$ cat src/rtl/hsw_pkg.sv
package hsw_pkg;
  localparam int unsigned HOSTS = 3;
  typedef enum logic [2:0] {
    ST_SLOT,
    ST_HOST_GO,
    ST_HOST_WAIT,
    ST_KBD_GO,
    ST_KBD_WAIT
  } scan_state_e;
endpackage

$ cat src/rtl/hsw_scan_ring.sv
module hsw_scan_ring #(
  parameter int unsigned N = 3
) (
  input  logic         clk_i,
  input  logic         rst_ni,
  input  logic         step_i,
  output logic [N-1:0] sel_o
);
  localparam logic [N-1:0] FIRST = {{(N-1){1'b0}}, 1'b1};

  logic [N-1:0] sel_q, rot;

  for (genvar i = 0; i < N; i++) begin : g_rot
    localparam int unsigned PREV = (i == 0) ? N - 1 : i - 1;
    assign rot[i] = sel_q[PREV];
  end

  always_ff @(posedge clk_i or negedge rst_ni) begin
    if (!rst_ni)     sel_q <= FIRST;
    else if (step_i) sel_q <= rot;
  end

  assign sel_o = sel_q;

  assert_sel_onehot_R1: assert property (@(posedge clk_i) disable iff (!rst_ni)
    $countones(sel_q) == 1);
  assert_step_moves_R1: assert property (@(posedge clk_i) disable iff (!rst_ni)
    step_i |=> sel_q != $past(sel_q));
  assert_hold_still_R1: assert property (@(posedge clk_i) disable iff (!rst_ni)
    !step_i |=> $stable(sel_q));
endmodule

$ cat src/rtl/hsw_link_track.sv
module hsw_link_track #(
  parameter int unsigned N = 3
) (
  input  logic         clk_i,
  input  logic         rst_ni,
  input  logic         sample_i,
  input  logic [N-1:0] sel_i,
  input  logic [N-1:0] line_clk_i,
  input  logic [N-1:0] line_dat_i,
  output logic [N-1:0] conn_o,
  output logic         grant_o
);
  logic [N-1:0] conn_q, idle, mark;

  for (genvar i = 0; i < N; i++) begin : g_bit
    assign idle[i] = line_clk_i[i] & line_dat_i[i];
    assign mark[i] = sample_i & sel_i[i] & idle[i];

    always_ff @(posedge clk_i or negedge rst_ni) begin
      if (!rst_ni)      conn_q[i] <= 1'b0;
      else if (mark[i]) conn_q[i] <= 1'b1;
    end

    assert_conn_sticky_R3: assert property (@(posedge clk_i) disable iff (!rst_ni)
      conn_q[i] |=> conn_q[i]);
    assert_conn_needs_idle_R2: assert property (@(posedge clk_i) disable iff (!rst_ni)
      $rose(conn_q[i]) |-> $past(sample_i && sel_i[i] && line_clk_i[i] && line_dat_i[i]));
  end

  // decision sees the bit set in this very slot
  assign grant_o = |(sel_i & (conn_q | idle));
  assign conn_o  = conn_q;
endmodule

$ cat src/rtl/hsw_wdog.sv
module hsw_wdog #(
  parameter int unsigned W = 16
) (
  input  logic clk_i,
  input  logic rst_ni,
  input  logic clear_i,
  output logic ovf_o
);
  localparam logic [W-1:0] TOP = {W{1'b1}};

  logic [W-1:0] cnt_q;
  logic         ovf_q;

  always_ff @(posedge clk_i or negedge rst_ni) begin
    if (!rst_ni) begin
      cnt_q <= '0;
      ovf_q <= 1'b0;
    end else if (clear_i) begin
      cnt_q <= '0;
      ovf_q <= 1'b0;
    end else begin
      cnt_q <= cnt_q + 1'b1;
      if (cnt_q == TOP) ovf_q <= 1'b1;
    end
  end

  assign ovf_o = ovf_q;

  assert_clear_drops_ovf_R6: assert property (@(posedge clk_i) disable iff (!rst_ni)
    clear_i |=> !ovf_q);
  assert_ovf_sticky_R6: assert property (@(posedge clk_i) disable iff (!rst_ni)
    (ovf_q && !clear_i) |=> ovf_q);
endmodule

$ cat src/rtl/hsw_host_select.sv
module hsw_host_select #(
  parameter int unsigned N = 3
) (
  input  logic         clk_i,
  input  logic         rst_ni,
  input  logic [N-1:0] req_i,
  input  logic [N-1:0] conn_i,
  output logic [N-1:0] cur_o
);
  localparam logic [N-1:0] FIRST = {{(N-1){1'b0}}, 1'b1};

  logic [N-1:0] cur_q;
  logic         single, linked;

  assign single = (req_i != '0) && ((req_i & (req_i - 1'b1)) == '0);
  assign linked = (req_i & ~conn_i) == '0;

  always_ff @(posedge clk_i or negedge rst_ni) begin
    if (!rst_ni)               cur_q <= FIRST;
    else if (single && linked) cur_q <= req_i;
  end

  assign cur_o = cur_q;

  assert_cur_onehot_R8: assert property (@(posedge clk_i) disable iff (!rst_ni)
    $countones(cur_q) == 1);
  assert_cur_needs_link_R9: assert property (@(posedge clk_i) disable iff (!rst_ni)
    !$stable(cur_q) |-> (|($past(conn_i) & cur_q)) && $countones($past(req_i)) == 1);
endmodule

$ cat src/rtl/host_port_scanner.sv
module host_port_scanner
  import hsw_pkg::*;
#(
  parameter int unsigned NH   = HOSTS,
  parameter int unsigned WD_W = 16
) (
  input  logic          clk_i,
  input  logic          rst_ni,
  input  logic [NH-1:0] host_clk_i,
  input  logic [NH-1:0] host_dat_i,
  input  logic          host_done_i,
  input  logic          kbd_done_i,
  input  logic [NH-1:0] switch_req_i,
  output logic [NH-1:0] scan_sel_o,
  output logic          host_svc_o,
  output logic          kbd_svc_o,
  output logic [NH-1:0] connected_o,
  output logic [NH-1:0] cur_host_o,
  output logic [NH-1:0] mouse_en_o,
  output logic          wdog_ovf_o
);
  scan_state_e  state_q, state_d;
  logic         in_slot, grant, step, ovf;
  logic [NH-1:0] sel, conn, cur;

  assign in_slot = (state_q == ST_SLOT);

  always_comb begin
    state_d = state_q;
    step    = 1'b0;
    unique case (state_q)
      ST_SLOT: begin
        if (grant) state_d = ST_HOST_GO;
        else       step    = 1'b1;
      end
      ST_HOST_GO:   state_d = ST_HOST_WAIT;
      ST_HOST_WAIT: if (host_done_i || ovf) state_d = ST_KBD_GO;
      ST_KBD_GO:    state_d = ST_KBD_WAIT;
      ST_KBD_WAIT: begin
        if (kbd_done_i || ovf) begin
          state_d = ST_SLOT;
          step    = 1'b1;
        end
      end
      default: state_d = ST_SLOT;
    endcase
  end

  always_ff @(posedge clk_i or negedge rst_ni) begin
    if (!rst_ni) state_q <= ST_SLOT;
    else         state_q <= state_d;
  end

  hsw_scan_ring #(.N(NH)) u_ring (
    .clk_i (clk_i),
    .rst_ni(rst_ni),
    .step_i(step),
    .sel_o (sel)
  );

  hsw_link_track #(.N(NH)) u_link (
    .clk_i     (clk_i),
    .rst_ni    (rst_ni),
    .sample_i  (in_slot),
    .sel_i     (sel),
    .line_clk_i(host_clk_i),
    .line_dat_i(host_dat_i),
    .conn_o    (conn),
    .grant_o   (grant)
  );

  hsw_wdog #(.W(WD_W)) u_wdog (
    .clk_i  (clk_i),
    .rst_ni (rst_ni),
    .clear_i(in_slot),
    .ovf_o  (ovf)
  );

  hsw_host_select #(.N(NH)) u_sel (
    .clk_i (clk_i),
    .rst_ni(rst_ni),
    .req_i (switch_req_i),
    .conn_i(conn),
    .cur_o (cur)
  );

  assign scan_sel_o  = sel;
  assign host_svc_o  = (state_q == ST_HOST_GO);
  assign kbd_svc_o   = (state_q == ST_KBD_GO);
  assign connected_o = conn;
  assign cur_host_o  = cur;
  assign mouse_en_o  = cur;
  assign wdog_ovf_o  = ovf;

  assert_svc_exclusive_R5: assert property (@(posedge clk_i) disable iff (!rst_ni)
    !(host_svc_o && kbd_svc_o));
  assert_host_pulse_R5: assert property (@(posedge clk_i) disable iff (!rst_ni)
    host_svc_o |=> !host_svc_o && !kbd_svc_o);
  assert_kbd_pulse_R5: assert property (@(posedge clk_i) disable iff (!rst_ni)
    kbd_svc_o |=> !kbd_svc_o && $stable(scan_sel_o));
  assert_svc_connected_R4: assert property (@(posedge clk_i) disable iff (!rst_ni)
    host_svc_o |-> |(scan_sel_o & connected_o));
  assert_kbd_cause_R7: assert property (@(posedge clk_i) disable iff (!rst_ni)
    kbd_svc_o |-> $past(host_done_i || wdog_ovf_o));
  assert_mouse_follow_R8: assert property (@(posedge clk_i) disable iff (!rst_ni)
    mouse_en_o == cur_host_o);
endmodule

$ cat config.mk
export PLATFORM = sky130hd
export DESIGN_NAME = host_port_scanner
export DESIGN_NICKNAME = d
export VERILOG_FILES = /design/src/rtl/hsw_pkg.sv /design/src/rtl/hsw_scan_ring.sv /design/src/rtl/hsw_link_track.sv /design/src/rtl/hsw_wdog.sv /design/src/rtl/hsw_host_select.sv /design/src/rtl/host_port_scanner.sv
export SDC_FILE = /design/constraint.sdc
export NUM_CORES = 1
export LEC_CHECK = 0
export CAP_MARGIN = 25
export CORE_ASPECT_RATIO = 0.6
export CORE_MARGIN = 4
export CORE_UTILIZATION = 54
export DETAILED_ROUTE_END_ITERATION = 16
export GPL_TIMING_DRIVEN = 1
export PLACE_DENSITY = 0.84
export SYNTH_ARGS = -nofsm -noshare
export SYNTH_HDL_FRONTEND = slang
export SYNTH_SLANG_ARGS = --single-unit
$ cat constraint.sdc
create_clock -name clk_i -period 2.9 [get_ports clk_i]
set_input_delay 0.58 -clock clk_i [delete_from_list [all_inputs] [get_ports clk_i]]
set_output_delay 0.58 -clock clk_i [all_outputs]
set_load 0.02 [all_outputs]
==> key figures <==
CTS
  • CTS Buf Count: 5
  • Post-CTS sizing: 0
  • Clk slew on worst S/H paths: 0.06 ns
  • # H-tree levels: 2
  • Root Buffer: clkbuf_8
  • Sink Count: 29
  • Clock tree buffer depth: 2
  • Clk_lat worst skew: 0.28 ns
  • Setup Buffers After CTS: 0
  • Post-CTS Hold Buffers: 0
  • CTS tree: done

Route
  • Drc violations: 0
  • DR WL/cell: 16.94 um
  • Final WL: 3270 um
  • 1st-iter DRT viols: 102
  • Final ANT Viol Nets: 0
  • Via count: 1130
  • Routed vias/inst: 5.855
  • DRT Pass-1 Iters: 4

STA
  • Final slew viol count: 0
  • Tightest Pin Transition: 0.3974 ns
  • Fmax: 444.9 MHz
  • Sum Neg Setup Slack: 0 ns
  • Fin. Hold Viols: 0
  • Final setup fails: 0
  • Final Critical Period: 2.248 ns
  • Slew headroom: 72.82%
  • Skew final: 0.004784 ns
  • RSZ-0062 raised after global routing: false
  • Period utilization: 77.51%

Setup path
  • CP endpoint kind: output pin
  • CP Launch Type: register
  • Crit Reg-Reg Startpoint: state_q[2]$_DFFE_PN0P_
  • Worst setup path start: state_q[0]$_DFFE_PN0P_
  • Crit path kind: reg -> out
  • CP max FO: 7
  • Worst Path Arrival: 1.67 ns
  • Crit Reg-Reg Endpoint: u_ring.sel_o[2]$_DFFE_PN0P_
  • Critical Path RT: 2.32 ns
  • CP endpoint: host_svc_o
  • R2r worst-path depth: 5
  • Flop2flop setup slack: 1.14 ns

Placed design
  • Hpwl dp: 2396 um
  • IO Port Bufs: 27
  • Placer Congestion: 0.8108
  • Dpl cells: 185
  • Dpl cell area: 1684 um^2

GRT
  • Initial antenna violation count: 0
  • Gr ovfl total: 0
  • GRT Total Usage: 21.41%
  • Number of global-route vias before repair: 1078
  • Largest net degree at the start of global routing: 30
  • First-pass GRT wire length: 5271 um

Power
  • Clock power share: 30.7%
  • Sw frac: 32.90%
  • Pleak: 0.7643 nW
  • Worst VDD drop: 0.3554 mV
  • Seq pwr share: 43.5%
  • Pwr/cell area: 664.0 nW/um^2
  • Pint: 795.5 uW
  • Comb pwr share: 25.8%
  • Psw: 390.0 uW
  • Total chip power: 1.186 mW

Floorplan
  • Die area: 3503 um^2
  • Initial Util: 60.73%
  • Die Span Y: 47.48 um
  • Row cnt: 13
  • Area of the core: 2310 um^2
  • Die Wd: 73.80 um
  • I/O pin count: 28

Synth
  • Cell taking the most area after synthesis: dfrtp_1
  • Post-Syn Nets: 146
  • Register area share after synthesis: 51.92%
  • Mapped Area: 1403 um^2
  • Avg Inst Size Synth: 10.63 um^2
  • Synth cell types: 37
  • Synth top area share: 48.17%
  • Yosys warns: 0
  • Gate Count Post-Synth: 132
  • Seq cells post-synth: 29
  • Top post-synthesis cells by area: dfrtp_1 (48%), nor2_1 (5.4%), xor2_1 (5.0%)

Cells and area
  • Antenna cells: 0
  • Area grow syn2layout: 27.30%
  • Ratio of cells with drive above 1 in the final layout: 10.43%
  • Non-filler instance count after layout: 193
  • Fill count: 140
  • Post-route cell area: 1785 um^2
  • Layout Utilization: 77.30%
  • Nets: 176

Min path
  • Worst hold path type: reg -> reg

Outcome
  • Status: completed

Job
  • Max-cap violation count: 0
## logic make-up after synthesis
family | after synthesis | synth area share (%)
AOI/OAI and AO/OA | 18 | 8.654
adders and majority gates | 1 | 0.8919
xor gates and xnor gates | 13 | 8.118
muxes | 4 | 3.211
and+or+nand+nor | 60 | 24.00
DFF | 29 | 51.92
buffers and inverters | 7 | 3.211
## final cells by class
cell class | instances | area (um^2) | area share (%)
tap | 30 | 37.54 | 2.102
timing repair buffer | 29 | 285.3 | 15.98
clock buffer | 7 | 96.34 | 5.396
multi-input combinational | 96 | 629.4 | 35.25
inverter | 1 | 3.754 | 0.2102
sequential | 29 | 728.2 | 40.78
clock inverter | 1 | 5.005 | 0.2803
## placed cells by master, fill, tap and decap left out, types with 2 or more instances in the layout
cell type / n
nor3b_1: 2
nand3b_1: 3
clkbuf_8: 7
buf_4: 2
and4_1: 3
nand4_2: 2
mux2_1: 3
nand2_1: 6
clkdlybuf4s50_1: 27
xnor2_1: 5
o21bai_1: 3
dfstp_2: 2
nor2_1: 20
dfrtp_1: 27
and2_1: 2
xor2_1: 8
nand3_1: 10
o21ai_0: 4
nand4_1: 4
nor4_1: 2
a21oi_1: 3
or3_1: 2
## state kept, by name, indices dropped and copies added, names as in the netlist
name and count:
u_wdog.ovf_o 1, u_wdog.cnt_q 16, u_link.conn_o 3, state_q 3, u_ring.sel_o 3, u_sel.cur_o 3
## worst min-delay path by stage
stage	startpoint	end	slack (ns)	cells after the start
detailed placement	u_wdog.cnt_q[0]$_DFF_PN0_	u_wdog.cnt_q[0]$_DFF_PN0_	0.47	1
CTS	u_wdog.cnt_q[0]$_DFF_PN0_	u_wdog.cnt_q[0]$_DFF_PN0_	0.48	1
finish	u_wdog.cnt_q[0]$_DFF_PN0_	u_wdog.cnt_q[0]$_DFF_PN0_	0.48	1
global placement	u_wdog.cnt_q[0]$_DFF_PN0_	u_wdog.cnt_q[0]$_DFF_PN0_	0.46	1
global route	u_wdog.cnt_q[0]$_DFF_PN0_	u_wdog.cnt_q[0]$_DFF_PN0_	0.53	1
floorplan	rst_ni	state_q[0]$_DFFE_PN0P_	0.28	0
## power groups by stage
stage / logic (mW) / clock network (mW) / registers, mW
2_1_floorplan: 0.198 / 0 / 0.505
3_3_place_gp: 0.291 / 0 / 0.516
3_5_place_dp: 0.301 / 0 / 0.521
4_1_cts: 0.305 / 0.371 / 0.514
5_1_grt: 0.331 / 0.387 / 0.525
6_report: 0.305 / 0.364 / 0.516
## metal layers
layer | vias up | GRT usage, % | routed length (um)
li1 | 531 | - | -
met1 | 552 | 30.93 | 1590
met2 | 41 | 30.81 | 1449
met3 | 6 | 6.499 | 188
met4 | 0 | 7.581 | 42
met5 | - | 0 | 0
## stage by stage
step / hold slack [ns] / setup slack [ns]
2_1_floorplan: 0.2844 / 1.298
3_3_place_gp: 0.4580 / 0.8223
3_5_place_dp: 0.4730 / 0.7339
4_1_cts: 0.4811 / 0.6263
5_1_grt: 0.5250 / 0.5937
6_report: 0.4790 / 0.6521
## worst max-delay path, cell delays in order, from the launching register on
cell	delay [ns]
dfrtp_1	0.50
nor3b_1	0.25
clkdlybuf4s50_1	0.64
## Yosys cell counts
master and n:
nand3_1 10, nor2_1 20, nand4_2 2, nor4_1 2, o21bai_1 3, ha_1 1, and4_1 3, nand2_1 6
nor3_1 1, or3_1 2, clkbuf_1 2, o31ai_1 1, a222oi_1 1, xnor2_1 5, dfrtp_1 27, and2_1 2
o21a_1 1, a21o_1 1, a31o_2 1, nor3_4 1, buf_6 1, a21boi_1 1, nand3b_1 3, dfstp_2 2
a2111oi_0 1, xor2_1 8, a21oi_1 3, inv_1 1, nand4_1 4, o21ai_0 4, or4_1 1, a31oi_1 1
and3b_1 1, mux2_2 1, mux2_1 3, nor3b_1 2, buf_4 3
Power figures use the tool's default switching activity.
